<file path="config.mk">
export PLATFORM = sky130hd
export DESIGN_NAME = codec_mode_ctrl
export DESIGN_NICKNAME = d
export VERILOG_FILES = /design/src/rtl/codec_mode_ctrl.sv
export SDC_FILE = /design/constraint.sdc
export NUM_CORES = 1
export LEC_CHECK = 0
export BUFFER_PORTS_ARGS = -buffer_cell sky130_fd_sc_hd__buf_2
export CORE_MARGIN = 2
export CORE_UTILIZATION = 49
export DETAILED_ROUTE_END_ITERATION = 8
export PLACE_DENSITY = 0.71
export SYNTH_ARGS = -nofsm -noshare
export SYNTH_HDL_FRONTEND = slang
export SYNTH_SLANG_ARGS = --single-unit
</file>
<file path="constraint.sdc">
create_clock -name clk -period 3 [get_ports clk]
set_input_delay 0.75 -clock clk [delete_from_list [all_inputs] [get_ports clk]]
set_output_delay 0.75 -clock clk [all_outputs]
set_load 0.02 [all_outputs]
</file>
<file path="src/rtl/codec_mode_ctrl.sv">
module codec_mode_ctrl #(
  parameter int LOCK_CYCLES = 5000,
  parameter int RST_MIN     = 4,
  parameter int SBY_GAP     = 4
) (
  input  logic       clk,
  input  logic       arst_n,
  input  logic       reset_req_n,
  input  logic       stby_n,
  input  logic       clk_en,
  input  logic       freeze_n,
  input  logic       go,
  input  logic       stat1_rd,
  input  logic       done,
  input  logic       ovf,
  input  logic       mem_req,
  output logic       clk_ready,
  output logic       end_n,
  output logic       bus_float,
  output logic       mem_ok,
  output logic       violation,
  output logic       comp_mode,
  output logic       stop,
  output logic [2:0] mode,
  output logic       status0,
  output logic [2:0] status1,
  output logic [1:0] irq
);
  localparam int LW = $clog2(LOCK_CYCLES + 1);
  localparam int RW = $clog2(RST_MIN + 1);
  localparam int GW = $clog2(SBY_GAP + 1);
  localparam logic [LW-1:0] LOCK_END = LW'(LOCK_CYCLES);
  localparam logic [RW-1:0] RST_END  = RW'(RST_MIN);
  localparam logic [GW-1:0] GAP_END  = GW'(SBY_GAP);

  typedef enum logic [1:0] {S_IDLE, S_ACT, S_SBY} st_t;

  st_t         st;
  logic [LW-1:0] lcnt;
  logic [RW-1:0] rcnt, rcnt_nx;
  logic [GW-1:0] gcnt;
  logic        frz, end_f, ovf_f, nc_f, run_f, viol_q, comp_q, stop_q;
  logic [1:0]  irq_q;
  logic        dev_rst, short_rst, go_ok, mem_bad, sby_bad, en_bad;

  assign clk_ready = (lcnt == LOCK_END);

  assign rcnt_nx   = (!reset_req_n && clk_en) ? ((rcnt == RST_END) ? rcnt : rcnt + 1'b1) : '0;
  assign dev_rst   = (rcnt_nx == RST_END);
  assign short_rst = reset_req_n && (rcnt != '0) && (rcnt < RST_END);
  assign go_ok     = go && (st == S_IDLE) && clk_ready;
  assign mem_bad   = mem_req && (!stby_n || st == S_SBY || gcnt < GAP_END);
  assign sby_bad   = !stby_n && (st == S_ACT);
  assign en_bad    = stby_n && !clk_en;

  always_ff @(posedge clk or negedge arst_n)
    if (!arst_n)          lcnt <= '0;
    else if (!clk_en)     lcnt <= '0;
    else if (!clk_ready)  lcnt <= lcnt + 1'b1;

  always_ff @(posedge clk or negedge arst_n)
    if (!arst_n) frz <= 1'b0;
    else         frz <= !freeze_n;

  always_ff @(posedge clk or negedge arst_n) begin
    if (!arst_n) begin
      st <= S_IDLE;  rcnt <= '0;  gcnt <= GAP_END;
      end_f <= 1'b1; ovf_f <= 1'b0; nc_f <= 1'b0; run_f <= 1'b0;
      viol_q <= 1'b0; comp_q <= 1'b1; stop_q <= 1'b1; irq_q <= '0;
    end else if (frz) begin
      viol_q <= 1'b0;
    end else begin
      rcnt   <= rcnt_nx;
      nc_f   <= !reset_req_n && !stby_n && clk_en;
      viol_q <= short_rst | mem_bad | sby_bad | en_bad;
      if (!stby_n)               gcnt <= '0;
      else if (gcnt != GAP_END)  gcnt <= gcnt + 1'b1;
      if (dev_rst) begin
        st <= S_IDLE; end_f <= 1'b1; ovf_f <= 1'b0; run_f <= 1'b0;
        comp_q <= 1'b1; stop_q <= 1'b1; irq_q <= '0;
      end else begin
        if (stat1_rd) end_f <= 1'b0;
        case (st)
          S_IDLE:
            if (go_ok) begin
              st <= S_ACT; end_f <= 1'b0; stop_q <= 1'b0; run_f <= 1'b1;
            end else if (!stby_n) st <= S_SBY;
          S_ACT:
            if (ovf) begin
              st <= S_IDLE; end_f <= 1'b0; ovf_f <= 1'b1; irq_q[1] <= 1'b1; stop_q <= 1'b1;
            end else if (done) begin
              st <= S_IDLE; end_f <= 1'b1; irq_q[0] <= 1'b1; stop_q <= 1'b1;
            end
          S_SBY:
            if (stby_n) st <= S_IDLE;
          default: st <= S_IDLE;
        endcase
      end
    end
  end

  assign end_n     = ~end_f;
  assign bus_float = frz;
  assign mem_ok    = clk_ready && !frz && (st != S_SBY) && (gcnt == GAP_END);
  assign violation = viol_q;
  assign comp_mode = comp_q;
  assign stop      = stop_q;
  assign status0   = run_f;
  assign status1   = {nc_f, ovf_f, end_f};
  assign irq       = irq_q;
  assign mode      = frz ? 3'd4 :
                     (st == S_SBY) ? (clk_en ? 3'd2 : 3'd3) :
                     (st == S_ACT) ? 3'd1 : 3'd0;

  p_reset_effect_r2: assert property (@(posedge clk) disable iff (!arst_n)
    (dev_rst && !frz) |=> (!end_n && stop && comp_mode && irq == 2'b00 && !status0));
  p_ready_drop_r3: assert property (@(posedge clk) disable iff (!arst_n)
    !clk_en |=> !clk_ready);
  p_stby_refused_r4: assert property (@(posedge clk) disable iff (!arst_n)
    (sby_bad && !frz && !dev_rst) |=> (violation && st == S_ACT));
  p_mem_blocked_r5: assert property (@(posedge clk) disable iff (!arst_n)
    !stby_n |=> !mem_ok);
  p_float_r6: assert property (@(posedge clk) disable iff (!arst_n)
    !freeze_n |=> bus_float);
  p_hold_r6: assert property (@(posedge clk) disable iff (!arst_n)
    frz |=> ($stable(st) && $stable(end_f) && $stable(irq_q) && $stable(ovf_f)));
  p_go_accept_r7: assert property (@(posedge clk) disable iff (!arst_n)
    (go && st == S_IDLE && clk_ready && !frz && !dev_rst) |=> (st == S_ACT && end_n && !stop));
  p_done_end_r8: assert property (@(posedge clk) disable iff (!arst_n)
    (st == S_ACT && done && !ovf && !frz && !dev_rst) |=> (!end_n && st == S_IDLE));
  p_ovf_no_end_r9: assert property (@(posedge clk) disable iff (!arst_n)
    (st == S_ACT && ovf && !frz && !dev_rst) |=> (end_n && st == S_IDLE && status1[1]));
endmodule

</file>
==> flow_summary_export.csv, run 1 <==
group,metric,value,unit
setup_path,timing.setup.critical_path_class,"flop to output pin",
setup_path,critPathTopFamily,"simple AND/OR/NAND/NOR gates",
synthesis,synth-edff-count,0,
sta,postLayoutSetupSlackWorst,0.4194,ns
sta,tightest_slew,0.6352,ns
sta,timing.final.setup_violations,0,
clocking,clockRootBuffer,"sky130_fd_sc_hd__clkbuf_4",
clocking,cts-htree-levels,2,
clocking,cts-buffers-inserted,5,
die,width_of_the_die,62.58,µm
clocking,post_cts_resize_count,0,
placement,detailedPlace.worstSlack,0.7589,ns
finish,nFillCells,311,
global_route,grt.met3_usage,0.05405,
placement,detailedPlacementHpwl,2409,µm
sta,period_share,0.8602,
synthesis,yosys.cell_types.count,46,
routing,total_detailed_routing_wirelength,3227,µm
setup_path,ff2ff_path_depth,6,
routing,route.detailed.drc,0,
die,die-height,62.58,µm
clocking,cts_tree,"yes",
placement,place_inst,240,
setup_path,crit_arrival,1.83,ns
finish,layout-drive-gt1-share,0.2129,
finish,final_cells,248,
global_route,groute.usage.overall,0.1851,
setup_path,worstPathMaxFanout,8,
clocking,post-cts-setup-buffer-count,0,
setup_path,cp_slowest_cell,"sky130_fd_sc_hd__dfrtp_1",
job,maxCapViolCount,0,
synthesis,netlist_area,0.001682,mm²
synthesis,number_of_synthesis_warnings,0,
global_route,grt_antenna_before_repair,0,
finish,mostFrequentLayoutCells,"sky130_fd_sc_hd__dfrtp_1, sky130_fd_sc_hd__buf_2, sky130_fd_sc_hd__nand2_1",
finish,antenna_cells,0,
synthesis,synthArstFlopShare,1.000,
placement,finalWeightedCongestion,0.7726,
outcome,status,"finished, final reports clean",
finish,mostFrequentLayoutCell,"sky130_fd_sc_hd__dfrtp_1",
synthesis,netlist_instances,179,
global_route,met2_usage,0.2984,
sta,finalCriticalPeriod,2.581,ns
setup_path,reg_to_reg_slack_setup,1.13,ns
clocking,clk_transition_reported_paths,0.09,ns
routing,vias,1294,
global_route,grt_overflow,0,
pwr,static-leakage-power,0.0008531,µW
routing,ant_nets,0,
setup_path,critical_path_buf_inv_count,2,
sta,slew_headroom,0.5765,
sta,grt_setup_unrepaired,"no",
global_route,grt_use_met1,0.2512,
routing,first_iter_violations,103,
global_route,peak_usage_layer_in_the_global_routing_report,"met2",
die,placeableCoreArea,0.003311,mm²
finish,design_area,0.001863,mm²
clocking,cts-hold-fix-buffers,0,
synthesis,synthesis.area_per_instance,9.394,µm²
synthesis,synth-seq-area-share,0.4338,
finish,nNetsFinal,218,
global_route,grt_max_degree,30,
sta,final.setup_skew,0.005674,ns
die,rows,21,
setup_path,worst_setup_path_end_kind,"output pin",
synthesis,syn_nets,196,
finish,flow.area_growth_from_synthesis,10.79,%
die,io-pin-count,27,
setup_path,terminus_of_the_critical_flop_to_flop_path,"irq[0]",
sta,setup_total_negative_slack,0,ns
sta,hold_violations,0,
placement,port_buffers,25,
pwr,ir_drop,201.0,µV
clocking,max-clock-path-buffers,2,
worst_hold_path,min-delay-path-class,"input pin to async pin",
clocking,clock_insertion_delay_worst_skew,0.32,ns
sta,final-max-slew-violation-count,0,
synthesis,synth-main-ff-cell,"sky130_fd_sc_hd__dfrtp_1",
setup_path,crit_path_start_kind,"flop",
routing,first_pass_iters,4,
routing,vias_per_cell,5.218,
sta,fmaxAchievable,387.5,MHz
routing,detail_route.wl_per_cell,13.01,µm
setup_path,crit_path_max_incr_delay,0.42,ns
pwr,powerDensity,444.0,mW/mm²
die,die_area,0.003916,mm²
sta,worst_hold_slack,0.4440,ns
die,start_util,0.5079,
setup_path,crit_chain,"inv_1 > ha_1 > and4_1 > nand3_4 > nor4b_2 > buf_2",
clocking,sink_count,29,
global_route,via_count_of_the_first_global_routing_pass,1276,
synthesis,synth.ff_latch_count,29,
global_route,grt_first_pass_wirelength,5782,µm
placement,place_area,0.001804,mm²
setup_path,r2r_start,"rcnt[0]",
setup_path,worst_ep_required_time,2.25,ns
## cells in the mapped netlist, types with 2 or more instances
cell type                   n  area share
sky130_fd_sc_hd__xor2_1     4       0.021
sky130_fd_sc_hd__nand3_1    7       0.021
sky130_fd_sc_hd__xnor2_1    4       0.021
sky130_fd_sc_hd__o211ai_1   2      0.0089
sky130_fd_sc_hd__o21ai_0    9       0.027
sky130_fd_sc_hd__nor2_1    14       0.031
sky130_fd_sc_hd__a21oi_1   10       0.030
sky130_fd_sc_hd__clkbuf_1   4      0.0089
sky130_fd_sc_hd__nand2b_1   4       0.015
sky130_fd_sc_hd__dfrtp_1   26        0.39
sky130_fd_sc_hd__o31ai_1    2      0.0089
sky130_fd_sc_hd__inv_1     15       0.033
sky130_fd_sc_hd__nor4b_4    2       0.028
sky130_fd_sc_hd__nor3_1     3      0.0089
sky130_fd_sc_hd__o21ai_1    2      0.0060
sky130_fd_sc_hd__dfstp_2    3       0.047
sky130_fd_sc_hd__a21boi_1   2      0.0089
sky130_fd_sc_hd__buf_4      6       0.027
sky130_fd_sc_hd__and2_1     9       0.033
sky130_fd_sc_hd__ha_1       6       0.045
sky130_fd_sc_hd__or3_1      3       0.011
sky130_fd_sc_hd__nand2_1   18       0.040
## layout make-up
cell class | instances | area, µm² | area share
clock buffers | 8 | 58.81 | 0.03156
repair buffers | 25 | 125.1 | 0.06716
well taps | 46 | 57.56 | 0.03089
multi-input cells | 125 | 835.8 | 0.4486
flip-flops and latches | 29 | 729.5 | 0.3915
inverters | 15 | 56.30 | 0.03022
## power breakdown
group | switching (µW) | internal [µW] | total, µW | leakage (µW)
combinational | 83.9 | 50.1 | 134 | 0.000440
sequential | 24.7 | 421 | 446 | 0.000380
clock | 132 | 116 | 248 | 0.0000326
## stage by stage
| step | util | power (µW) |
|---|---|---|
| after floorplan | - | 549.9 |
| after global placement | 0.5450 | 583.1 |
| after detailed placement | 0.5450 | 589.5 |
| after CTS | 0.5627 | 835.4 |
| after global routing | 0.5627 | 874.3 |
| final | 0.5627 | 827.3 |
## sequential cells by signal (all words and copies together) (netlist names)
| register | cells |
|---|---|
| violation | 1 |
| status0 | 1 |
| st | 2 |
| gcnt | 3 |
| lcnt | 13 |
| bus_float | 1 |
| rcnt | 3 |
| ovf_f | 1 |
| stop | 1 |
| irq | 1 |
| nc_f | 1 |
| end_f | 1 |
## logic make-up (layout without fill, tap and decap cells)
family,count (synthesis),after routing,synth area share
and+or+nand+nor,73,73,0.2686
AOI/OAI and AO/OA,37,37,0.1399
DFF,29,29,0.4338
buffers and inverters,25,48,0.06919
xor gates and xnor gates,8,8,0.04166
adders and majority gates,6,6,0.04464
other,1,1,0.002230
## per-layer routing
layer / share of wire / wire [µm] / up-vias
li1: - / - / 644
met2: 0.46 / 1486 / 27
met5: 0 / 0 / -
met3: 0.046 / 148 / 6
met4: 0.0077 / 25 / 0
met1: 0.49 / 1567 / 617
## worst max path at each step
stage	startpoint	end	slack [ns]	depth (start not counted)
global route	lcnt[0]	mem_ok	0.24	6
CTS	lcnt[0]	mem_ok	0.39	6
detailed placement	lcnt[0]	mem_ok	0.76	6
floorplan	lcnt[0]	mem_ok	0.76	5
global placement	lcnt[4]	mem_ok	0.80	4
finish	lcnt[0]	mem_ok	0.42	6
Note: power is estimated with default switching activity, not from simulation.
==> run 2: changes to the inputs <==
Settings changed: CTS_BUF_LIST set to sky130_fd_sc_hd__clkbuf_16.
==> run 2 against run 1 <==
Critical path depth did not move. Sequential power barely moved. Clock power rose by 83%. Global-route usage rose by 1.1 points. Critical endpoint unchanged. Largest cell class unchanged.
==> flow_summary_export.csv, run 2 (same netlist as run 1, synthesis figures left out) <==
group,metric,value,unit
outcome,status,"finished, final reports clean",
routing,first_iter_violations,91,
setup_path,crit_path_start_kind,"flop",
setup_path,crit_path_max_incr_delay,0.40,ns
setup_path,cp_slowest_cell,"sky130_fd_sc_hd__dfrtp_1",
placement,finalWeightedCongestion,0.7726,
die,die_area,0.003916,mm²
global_route,grt_overflow,0,
finish,reg.largest.list,"lcnt x13, gcnt x3, rcnt x3",
worst_hold_path,timing.hold.worst_path_depth,2,
clocking,cts-buffers-inserted,5,
finish,nFillCells,297,
sta,slew_headroom,0.5737,
sta,tightest_slew,0.6394,ns
finish,mostFrequentLayoutCells,"sky130_fd_sc_hd__dfrtp_1, sky130_fd_sc_hd__buf_2, sky130_fd_sc_hd__nand2_1",
setup_path,worst_ep_required_time,2.25,ns
sta,final.setup_skew,0.004855,ns
clocking,sink_count,29,
job,maxCapViolCount,0,
clocking,cts_tree,"yes",
die,io-pin-count,27,
finish,mostFrequentLayoutCell,"sky130_fd_sc_hd__dfrtp_1",
clocking,post-cts-setup-buffer-count,0,
setup_path,terminus_of_the_critical_flop_to_flop_path,"st[1]",
worst_hold_path,timing.hold.worst_endpoint,"nc_f",
global_route,grt_first_pass_wirelength,5899,µm
sta,grt_setup_unrepaired,"no",
routing,first_pass_iters,4,
routing,vias,1306,
setup_path,worstPathMaxFanout,8,
clocking,clk_transition_reported_paths,0.05,ns
setup_path,crit_chain,"inv_1 > ha_1 > and4_1 > nand3_4 > nor4b_2 > buf_2",
placement,port_buffers,25,
clocking,cts-htree-levels,2,
pwr,total_chip_power,1035,µW
pwr,static-leakage-power,0.0008943,µW
sta,finalCriticalPeriod,2.519,ns
global_route,grt_max_degree,30,
setup_path,r2r_start,"rcnt[0]",
setup_path,critical_path.startpoint,"lcnt[0]",
setup_path,crit_arrival,1.77,ns
die,width_of_the_die,62.58,µm
setup_path,worst_setup_path_end_kind,"output pin",
finish,antenna_cells,0,
placement,detailedPlacementHpwl,2409,µm
clocking,cts-hold-fix-buffers,0,
die,die-height,62.58,µm
sta,final-max-slew-violation-count,0,
pwr,powerDensity,533.2,mW/mm²
global_route,grt_antenna_before_repair,0,
pwr,ir_drop,271.4,µV
global_route,groute.usage.overall,0.1963,
die,rows,21,
clocking,post_cts_resize_count,0,
sta,fmaxAchievable,397.0,MHz
routing,detail_route.wl_per_cell,13.37,µm
sta,timing.final.setup_violations,0,
sta,setup_total_negative_slack,0,ns
clocking,clock_insertion_delay_worst_skew,0.27,ns
routing,vias_per_cell,5.266,
routing,ant_nets,0,
die,start_util,0.5079,
clocking,max-clock-path-buffers,2,
sta,period_share,0.8396,
worst_hold_path,worstHoldStart,"nc_f",
routing,total_detailed_routing_wirelength,3316,µm
sta,hold_violations,0,
setup_path,timing.setup.critical_path_class,"flop to output pin",
clocking,clockRootBuffer,"sky130_fd_sc_hd__clkbuf_16",
finish,nNetsFinal,218,
finish,number_of_flip_flops_under_the_largest_register_name,13,
setup_path,ff2ff_path_depth,6,
finish,flow.area_growth_from_synthesis,15.40,%
setup_path,reg_to_reg_slack_setup,1.12,ns
die,placeableCoreArea,0.003311,mm²
finish,largest_register_by_flop_count,"lcnt",
global_route,via_count_of_the_first_global_routing_pass,1273,
worst_hold_path,min-delay-path-class,"flop to flop",
routing,route.detailed.drc,0,
finish,layout-drive-gt1-share,0.2079,
## run 2: cell count changes in the layout (fill, tap and decap cells not counted)
cell,delta
sky130_fd_sc_hd__clkbuf_4,-5
sky130_fd_sc_hd__clkbuf_16,+5
sky130_fd_sc_hd__clkinv_1,+1
sky130_fd_sc_hd__inv_1,+2
sky130_fd_sc_hd__clkbuf_8,-1
sky130_fd_sc_hd__clkbuf_1,-2
## run 2: metal layers
| layer | global-route usage | part of all wire | vias up |
|---|---|---|---|
| met5 | 0 | 0 | - |
| met4 | 0.08333 | 0.020 | 0 |
| met3 | 0.05946 | 0.052 | 8 |
| met2 | 0.3038 | 0.45 | 29 |
| met1 | 0.2559 | 0.48 | 621 |
| li1 | - | - | 648 |
## run 2: how the worst max path moves through the flow
| stage | endpoint | cells after the start |
|---|---|---|
| 2_1_floorplan | mem_ok | 5 |
| 3_3_place_gp | mem_ok | 4 |
| 3_5_place_dp | mem_ok | 6 |
| 4_1_cts | mem_ok | 6 |
| 5_1_grt | mem_ok | 6 |
| 6_report | mem_ok | 6 |
## run 2: final cells by class
type,instances,area [µm²],share of cell area
clock buffer,5,125.1,0.06447
clock inverter,3,11.26,0.005803
inverter,15,56.30,0.02901
multi-input combinational,125,835.8,0.4307
sequential,29,729.5,0.3759
tap,46,57.56,0.02966
timing repair buffer,25,125.1,0.06447
## run 2: critical path: cells and delay by family, from the launching register on
kind                     cells  cell delay, ns
adder cells (fa/ha/maj)      1            0.14
buffers and inverters        2            0.30
AND/OR/NAND/NOR              3            0.65
flip-flops                   1            0.40
## run 2: where the power goes
part	internal (µW)	switching (µW)	total, µW
clock	296	156	453
combinational	50.1	84.3	134
sequential	423	25.1	448
## run 2: through the flow
step | setup WS, ns | area [µm²] | hold slack [ns] | util | std cells
floorplan | 0.7637 | 1682 | 0.4529 | - | 179
global placement | 0.7962 | 1804 | 0.4737 | 0.5450 | 240
detailed placement | 0.7589 | 1804 | 0.4703 | 0.5450 | 240
CTS | 0.4599 | 1941 | 0.4770 | 0.5862 | 248
global route | 0.3149 | 1941 | 0.5176 | 0.5862 | 248
finish | 0.4813 | 1941 | 0.4724 | 0.5862 | 248
==> run 3: changes to the inputs <==
Settings changed: PLACE_DENSITY 0.71 to 0.73.
Clock period 3 ns to 2.25 ns, I/O delays scaled along.
==> run 3 against run 2 <==
Worst setup slack got worse by 0.42 ns. Sequential cell count unchanged. Non-clock buffer count increased by 5. Register-to-register slack got worse by 0.77 ns. Cell area increased by 2.8%. Clock power increased by 34%. Utilization increased by 1.6 points. Cell count increased by 2.0%. Clock skew decreased by 0.0017 ns. Global-route usage increased by 0.29 points. Critical path depth unchanged. First-iteration DRC count decreased by 6.6%. Critical path type unchanged. Largest cell class unchanged.
==> flow_summary_export.csv, run 3 (same netlist as run 1, synthesis figures left out) <==
group,metric,value,unit
routing,vias_per_cell,5.399,
sta,final-max-slew-violation-count,0,
clocking,max-clock-path-buffers,2,
setup_path,crit_chain,"inv_2 > ha_1 > and4_4 > nand3_4 > nor4b_4 > buf_4",
die,placeableCoreArea,0.003311,mm²
finish,largest_register_by_flop_count,"lcnt",
sta,period_share,0.9721,
finish,final_core_util,0.6024,
pwr,ir_drop,384.2,µV
clocking,cts-htree-levels,2,
die,die-height,62.58,µm
pwr,clock_power_share,0.436,
outcome,status,"finished, final reports clean",
routing,vias,1366,
die,start_util,0.5079,
routing,detail_route.wl_per_cell,13.66,µm
global_route,grt_antenna_before_repair,0,
clocking,sink_count,29,
finish,mostFrequentLayoutCells,"sky130_fd_sc_hd__dfrtp_1, sky130_fd_sc_hd__buf_2, sky130_fd_sc_hd__nand2_1",
pwr,powerDensity,700.2,mW/mm²
placement,detailedPlacementHpwl,2518,µm
finish,number_of_flip_flops_under_the_largest_register_name,13,
finish,reg.largest.list,"lcnt x13, gcnt x3, rcnt x3",
global_route,via_count_of_the_first_global_routing_pass,1357,
pwr,static-leakage-power,0.0009209,µW
finish,layout-drive-gt1-share,0.2464,
die,io-pin-count,27,
global_route,grt_max_degree,30,
setup_path,cp_slowest_cell,"sky130_fd_sc_hd__dfrtp_1",
pwr,total_chip_power,1396,µW
finish,flow.area_growth_from_synthesis,18.60,%
sta,slew_headroom,0.5796,
pwr,share_comb_of_total_power,0.138,
setup_path,crit_arrival,1.62,ns
routing,first_iter_violations,85,
setup_path,worst_ep_required_time,1.69,ns
pwr,cell_internal_pwr,1034,µW
routing,route.detailed.drc,0,
finish,nNetsFinal,223,
placement,port_buffers,25,
sta,hold_violations,0,
die,rows,21,
clocking,clk_transition_reported_paths,0.05,ns
setup_path,timing.setup.critical_path_class,"flop to output pin",
finish,antenna_cells,0,
pwr,switch_share,0.2595,
clocking,cts_tree,"yes",
sta,tightest_slew,0.6306,ns
global_route,groute.usage.overall,0.1992,
setup_path,crit_path_max_incr_delay,0.42,ns
sta,fmaxAchievable,457.2,MHz
setup_path,crit_path_start_kind,"flop",
placement,finalWeightedCongestion,0.8223,
global_route,grt_first_pass_wirelength,6085,µm
clocking,clockRootBuffer,"sky130_fd_sc_hd__clkbuf_16",
sta,timing.final.setup_violations,0,
clocking,clock_insertion_delay_worst_skew,0.27,ns
routing,total_detailed_routing_wirelength,3455,µm
job,maxCapViolCount,0,
setup_path,worst_setup_path_end_kind,"output pin",
die,die_area,0.003916,mm²
routing,first_pass_iters,4,
setup_path,worstPathMaxFanout,4,
routing,ant_nets,0,
die,width_of_the_die,62.58,µm
global_route,grt_overflow,0,
clocking,cts-buffers-inserted,5,
pwr,switching_power,362.4,µW
worst_hold_path,min-delay-path-class,"input pin to async pin",
finish,nFillCells,297,
sta,finalCriticalPeriod,2.187,ns
pwr,share_seq_of_total_power,0.426,
finish,mostFrequentLayoutCell,"sky130_fd_sc_hd__dfrtp_1",
sta,final.setup_skew,0.003111,ns
==> run 3: cell count changes in the layout (fill, tap and decap cells not counted), sizes merged <==
cell / delta
buf: +5
clkinv: +2
inv: -2
==> run 3: path summary, 6_finish.rpt <==
path	startpoint	end	slack, ns	depth (start not counted)
max	lcnt[0]	mem_ok	0.06	6
min	arst_n	bus_float	0.31	1
max reg2reg	rcnt[0]	ovf_f	0.35	6
max in group asynchronous	arst_n	lcnt[2]	1.49	1
min in group clk	freeze_n	bus_float	0.44	2
min reg2reg	nc_f	nc_f	0.49	2
==> run 3: metrics by stage <==
stage / area [µm²] / std cells / TNS, ns / setup WS [ns] / hold WS (ns)
2_1_floorplan: 1682 / 179 / 0 / 0.2012 / 0.2669
3_3_place_gp: 1819 / 242 / 0 / 0.2810 / 0.4671
3_5_place_dp: 1819 / 242 / 0 / 0.2751 / 0.4794
4_1_cts: 1962 / 250 / 0 / 0.004388 / 0.3373
5_1_grt: 1994 / 253 / -0.02010 / -0.01230 / 0.3699
6_report: 1994 / 253 / 0 / 0.06283 / 0.3141
==> run 3: cell type report <==
class	count	area, µm²	share of cell area
multi-input combinational	125	847.1	0.4247
sequential	29	730.7	0.3664
clock inverter	3	12.51	0.006274
clock buffer	5	125.1	0.06274
tap	46	57.56	0.02886
timing repair buffer	30	165.2	0.08281
inverter	15	56.30	0.02823
==> run 3: power groups by stage <==
stage               Sequential (µW)  Combinational (µW)  Clock [µW]
global placement                599                 179           0
finish                          595                 193         608
global route                    600                 215         648
detailed placement              603                 186           0
floorplan                       608                 125           0
CTS                             595                 187         620
==> run 3: per-layer routing <==
layer  vias up  global-route usage  part of all wire
met2        40              0.3038              0.47
met1       661              0.2591              0.45
met3         7             0.04865             0.058
met4         0              0.1139             0.015
li1        658                   -                 -
met5         -                   0                 0
==> run 3: critical path: cells and delay by family, from the launching register on <==
family	cells	cell delay (ns)
adder cells (fa/ha/maj)	1	0.15
AND/OR/NAND/NOR	3	0.52
flip-flops	1	0.42
buffers and inverters	2	0.27
==> run 3: timing repair <==
item                                    in CTS  in global routing
gates resized for setup                      2                  3
endpoints found under the setup margin       1                  2
gates cloned                                 0                  0
buffers inserted                             0                  3
hold buffers                                 0                  0
pin swaps                                    0                  3
